==> src/rtl/twi_fe_pkg.sv <==
package twi_fe_pkg;
  typedef logic [7:0] byte_t;

  // control bit positions (software-visible)
  localparam int CB_IEN  = 7;
  localparam int CB_BEN  = 6;
  localparam int CB_SP5  = 5;
  localparam int CB_STOP = 4;
  localparam int CB_FLAG = 3;
  localparam int CB_ACK  = 2;

  // status codes handled inside the block
  localparam byte_t ST_IDLE    = 8'hF8;
  localparam byte_t ST_RX_ACK  = 8'h50;
  localparam byte_t ST_RX_NACK = 8'h58;

  typedef struct packed {
    logic       ien;
    logic       ben;
    logic       sp5;
    logic       flag;
    logic       ack;
    logic [1:0] lo;
  } ctl_t;

  function automatic byte_t ctl_to_byte(ctl_t c);
    byte_t b;
    b          = '0;
    b[CB_IEN]  = c.ien;
    b[CB_BEN]  = c.ben;
    b[CB_SP5]  = c.sp5;
    b[CB_FLAG] = c.flag;
    b[CB_ACK]  = c.ack;
    b[1:0]     = c.lo;
    return b;
  endfunction
endpackage

==> src/rtl/twi_fe_decode.sv <==
module twi_fe_decode #(
  parameter int ADDR_W    = 6,
  parameter int WIN_BYTES = 36,
  parameter int CTL_OFF   = 12,
  parameter int STS_OFF   = 16
) (
  input  logic              req,
  input  logic              we,
  input  logic [ADDR_W-1:0] addr,
  output logic              ctl_wr,
  output logic              ctl_rd,
  output logic              sts_rd,
  output logic              any_rd
);
  localparam logic [ADDR_W-1:0] CTL_A = ADDR_W'(CTL_OFF);
  localparam logic [ADDR_W-1:0] STS_A = ADDR_W'(STS_OFF);
  localparam logic [ADDR_W:0]   WIN_L = (ADDR_W+1)'(WIN_BYTES);

  logic in_win;
  logic ctl_hit;
  logic sts_hit;

  always_comb begin
    in_win  = {1'b0, addr} < WIN_L;
    ctl_hit = in_win && (addr == CTL_A);
    sts_hit = in_win && (addr == STS_A);
    ctl_wr  = req && we && ctl_hit;
    ctl_rd  = req && !we && ctl_hit;
    sts_rd  = req && !we && sts_hit;
    any_rd  = req && !we;
  end
endmodule

==> src/rtl/twi_fe_ctl.sv <==
module twi_fe_ctl
  import twi_fe_pkg::*;
#(
  parameter bit CLEAR_ON_ONE = 1'b0
) (
  input  logic  clk,
  input  logic  rst_n,
  input  logic  wr,
  input  byte_t wdata,
  input  logic  evt,
  output ctl_t  ctl,
  output logic  stop_req,
  output logic  nack_req
);
  logic clr_hit;

  generate
    if (CLEAR_ON_ONE) begin : g_w1c
      assign clr_hit = wdata[CB_FLAG];
    end else begin : g_w0c
      assign clr_hit = ~wdata[CB_FLAG];
    end
  endgenerate

  // write side effects are dropped when an event lands in the same cycle
  assign stop_req = wr && !evt && wdata[CB_STOP];
  assign nack_req = wr && !evt && !wdata[CB_ACK];

  always_ff @(posedge clk) begin
    if (!rst_n) begin
      ctl <= '0;
    end else begin
      if (wr) begin
        ctl.ien <= wdata[CB_IEN];
        ctl.ben <= wdata[CB_BEN];
        ctl.sp5 <= wdata[CB_SP5];
        ctl.ack <= wdata[CB_ACK];
        ctl.lo  <= wdata[1:0];
      end
      if (evt)
        ctl.flag <= 1'b1;
      else if (wr && clr_hit)
        ctl.flag <= 1'b0;
    end
  end
endmodule

==> src/rtl/twi_fe_status.sv <==
module twi_fe_status
  import twi_fe_pkg::*;
(
  input  logic  clk,
  input  logic  rst_n,
  input  logic  evt,
  input  byte_t evt_code,
  input  logic  stop_req,
  input  logic  nack_req,
  output byte_t sts
);
  byte_t sts_d;

  always_comb begin
    sts_d = sts;
    if (evt)
      sts_d = evt_code;
    else if (stop_req)
      sts_d = ST_IDLE;
    else if (nack_req && sts == ST_RX_ACK)
      sts_d = ST_RX_NACK;
  end

  always_ff @(posedge clk) begin
    if (!rst_n) sts <= ST_IDLE;
    else        sts <= sts_d;
  end
endmodule

==> src/rtl/twi_irq_front.sv <==
module twi_irq_front
  import twi_fe_pkg::*;
#(
  parameter bit CLEAR_ON_ONE = 1'b0,
  parameter int ADDR_W       = 6,
  parameter int WIN_BYTES    = 36,
  parameter int CTL_OFF      = 12,
  parameter int STS_OFF      = 16
) (
  input  logic              clk,
  input  logic              rst_n,
  input  logic              req,
  input  logic              we,
  input  logic [ADDR_W-1:0] addr,
  input  logic [7:0]        wdata,
  output logic [7:0]        rdata,
  output logic              rvalid,
  input  logic              evt_valid,
  input  logic [7:0]        evt_code,
  output logic              irq
);
  logic  ctl_wr, ctl_rd, sts_rd, any_rd;
  logic  stop_req, nack_req;
  ctl_t  ctl_q;
  byte_t sts_q;

  twi_fe_decode #(
    .ADDR_W(ADDR_W), .WIN_BYTES(WIN_BYTES), .CTL_OFF(CTL_OFF), .STS_OFF(STS_OFF)
  ) u_dec (
    .req(req), .we(we), .addr(addr),
    .ctl_wr(ctl_wr), .ctl_rd(ctl_rd), .sts_rd(sts_rd), .any_rd(any_rd)
  );

  twi_fe_ctl #(.CLEAR_ON_ONE(CLEAR_ON_ONE)) u_ctl (
    .clk(clk), .rst_n(rst_n), .wr(ctl_wr), .wdata(wdata), .evt(evt_valid),
    .ctl(ctl_q), .stop_req(stop_req), .nack_req(nack_req)
  );

  twi_fe_status u_sts (
    .clk(clk), .rst_n(rst_n), .evt(evt_valid), .evt_code(evt_code),
    .stop_req(stop_req), .nack_req(nack_req), .sts(sts_q)
  );

  always_ff @(posedge clk) begin
    if (!rst_n) begin
      rdata  <= '0;
      rvalid <= 1'b0;
    end else begin
      rvalid <= any_rd;
      if (any_rd) begin
        if (ctl_rd)      rdata <= ctl_to_byte(ctl_q);
        else if (sts_rd) rdata <= sts_q;
        else             rdata <= '0;
      end
    end
  end

  assign irq = ctl_q.flag && ctl_q.ien;
endmodule

==> config.mk <==
export PLATFORM = sky130hd
export DESIGN_NAME = twi_irq_front
export DESIGN_NICKNAME = d
export VERILOG_FILES = /design/src/rtl/twi_fe_pkg.sv /design/src/rtl/twi_fe_decode.sv /design/src/rtl/twi_fe_ctl.sv /design/src/rtl/twi_fe_status.sv /design/src/rtl/twi_irq_front.sv
export SDC_FILE = /design/constraint.sdc
export NUM_CORES = 1
export LEC_CHECK = 0
export ABC_CLOCK_PERIOD_IN_PS = 2300
export BUFFER_PORTS_ARGS = -buffer_cell sky130_fd_sc_hd__buf_2
export CORE_AREA = 2 2 50 52
export CTS_BUF_LIST = sky130_fd_sc_hd__clkbuf_16
export DETAILED_ROUTE_END_ITERATION = 10
export DIE_AREA = 0 0 52 54
export GPL_TIMING_DRIVEN = 0
export HOLD_SLACK_MARGIN = 0.02
export PLACE_DENSITY_LB_ADDON = 0.15
export SYNTH_ARGS = -nofsm -noshare
export SYNTH_HDL_FRONTEND = slang
export SYNTH_SLANG_ARGS = --single-unit
==> constraint.sdc <==
create_clock -name clk -period 2.3 [get_ports clk]
set_clock_uncertainty 0.2 [all_clocks]
set_input_delay 0.23 -clock clk [delete_from_list [all_inputs] [get_ports clk]]
set_output_delay 0.23 -clock clk [all_outputs]
set_load 0.05 [all_outputs]
==> flow_summary.toml <==
[status]
run_status = "finished clean"

[die]
initial_core_util = 0.4558
io_pins = 37
rows = 18
coreArea_um2 = 2320
fp.dieH_um = 54
die_area_um2 = 2808
chipWidth_um = 52

[synth]
async_reset_ff_frac = 0
syn_nets = 138
ys_ff_latch = 24
synth_top_flop_cell = "dfxtp_1"
synth-edff-count = 0
syn-mean-instance-area_um2 = 9.525
ys_warn_count = 0
yosysSeqAreaShare = 0.4544
netlist_area_um2 = 1057
ys_types = 26
netlist_instances = 111

[cells_and_area]
areaGrowthSynthToFinish_pct = 30.06
fin_util = 0.5928
drive_gt1_frac = 0.3067
design_area_um2 = 1375
finalNetCount = 178
n_antenna_cell = 0

[route]
wirelength_um = 2502
drtAntennaViolNets = 0
drcViolationCount = 0
viasPerCell = 5.300
via_count = 954
drt_iter0_markers = 21
firstDrtPassIters = 4
routedWlPerCell_um = 13.90

[critical_path]
rrSetupSlack_ns = 0.63
endpoint_kind = "flop"
cp_max_fo = 9
crit_type = "primary input to flop"
critPathRequiredTime_ns = 2.25
startpoint_type = "primary input"
cp_data_arrival_time_ns = 1.69

[timing]
slew_viol_final = 0
rsz0062_at_grt = "no"
min_period_over_period = 0.7549
fin_crit_ns = 1.736
max_freq_ghz = 0.5759
finalSetupViolations = 0
max_slew_margin = 0.6308
setup_slack_ns = 0.5637
final.setup.tns_ns = 0
worst_pin_slew_ns = 0.5520
hold_viol = 0

[grt]
grt_start_max_net_pins = 15
grt_pass1_wl_um = 4057
grt_pass1_vias = 886
grt.total_usage = 0.1979
antenna_found_initial = 0
gr-total-overflow = 0

[clock_tree]
root_buffer = "clkbuf_16"
htreeDepth = 1
cts_sinks = 24
max-clock-path-buffers = 2
cts_setup_buffers = 0
path_clk_slew_ns = 0.06
cts_resized = 0
cts_buffers = 3
cts_tree = "done"
clk_latency_ns = 0.25
hold_buffers = 0

[placed_design]
port_buffers = 35
routabilityCongestion = 0.7681
dp_hpwl_um = 1858
post_dp_cell_area_um2 = 1270
post-place-ws_ns = 0.2873

[power]
powerDensity_nw_per_um2 = 759.9
p_leak_nw = 0.5613
max-vdd-ir-drop_mv = 0.5409

[worst_hold_path]
hold_class = "primary input to flop"

[run]
cap_violations = 0
cell usage in the layout, fill, tap and decap left out, drive strengths merged, types with 4 or more instances in the layout:
cell,n
a221oi,7
buf,36
clkbuf,8
dfxtp,24
mux2i,6
nand2,4
nand2b,5
nor2,9
nor2b,12
nor3,6
o21ai,13
registers in the layout, indices dropped and copies added (netlist names):
signal     flops
rdata          8
rvalid         1
u_ctl.ctl      7
u_sts.sts      8
layout make-up:
class                           count  area [um2]
Timing Repair Buffer               35       175.2
Inverter                            1       3.754
Clock inverter                      1       30.03
Sequential cell                    24       480.5
Buffer                              6       30.03
Clock buffer                        3       75.07
Fill cell                         212       944.7
Multi-Input combinational cell     80       543.0
Tap cell                           30       37.54
through the flow:
| step | hold WS (ns) | power, mW | instances |
|---|---|---|---|
| floorplan | 0.1582 | 0.5256 | 111 |
| global placement | 0.2854 | 0.5667 | 176 |
| detailed placement | 0.2992 | 0.5704 | 176 |
| CTS | 0.03206 | 1.053 | 180 |
| global route | 0.04710 | 1.087 | 180 |
| finish | 0.03023 | 1.045 | 180 |
where the power goes:
group | internal [mW] | switching [mW]
logic | 0.0456 | 0.0711
registers | 0.433 | 0.0115
clock network | 0.345 | 0.138
per-layer routing:
layer / vias to the layer above / GRT usage / wire length, um
met1: 429 / 0.2466 / 1108
met4: 0 / 0.08333 / 41
met3: 6 / 0.04167 / 178
met5: - / 0 / 0
li1: 480 / - / -
met2: 39 / 0.3312 / 1173
cells in the mapped netlist (4+ instances only):
| library cell | number | area, um2 |
|---|---|---|
| nand2_1 | 4 | 15.01 |
| dfxtp_1 | 24 | 480.5 |
| o21ai_0 | 13 | 65.06 |
| nor2_1 | 9 | 33.78 |
| nor2b_1 | 12 | 75.07 |
| nor3_1 | 5 | 25.02 |
| a221oi_1 | 7 | 61.31 |
| clkbuf_1 | 5 | 18.77 |
| mux2i_1 | 6 | 60.06 |
| nand2b_1 | 5 | 31.28 |
kinds of logic after synthesis:
family | Yosys count | share of synthesized area
AO/OA/AOI/OAI | 29 | 0.1882
buffers and inverters | 7 | 0.03195
flip-flops | 24 | 0.4544
multiplexers | 6 | 0.05681
AND/OR/NAND/NOR | 45 | 0.2686
worst paths after layout:
path / start / end / depth (start not counted)
setup / recovery: addr[5] / u_sts.sts[0] / 6
setup reg to reg: u_sts.sts[6] / u_sts.sts[3] / 4
hold / removal: evt_code[1] / u_sts.sts[1] / 3
hold reg to reg: rdata[5] / rdata[5] / 2
critical path: stages:
cell and delay, ns:
buf_2 0.09, or3_1 0.38, buf_6 0.15, nor3_4 0.48
o21ai_0 0.18, o21a_1 0.18
Note: power is estimated with default switching activity, not from simulation.
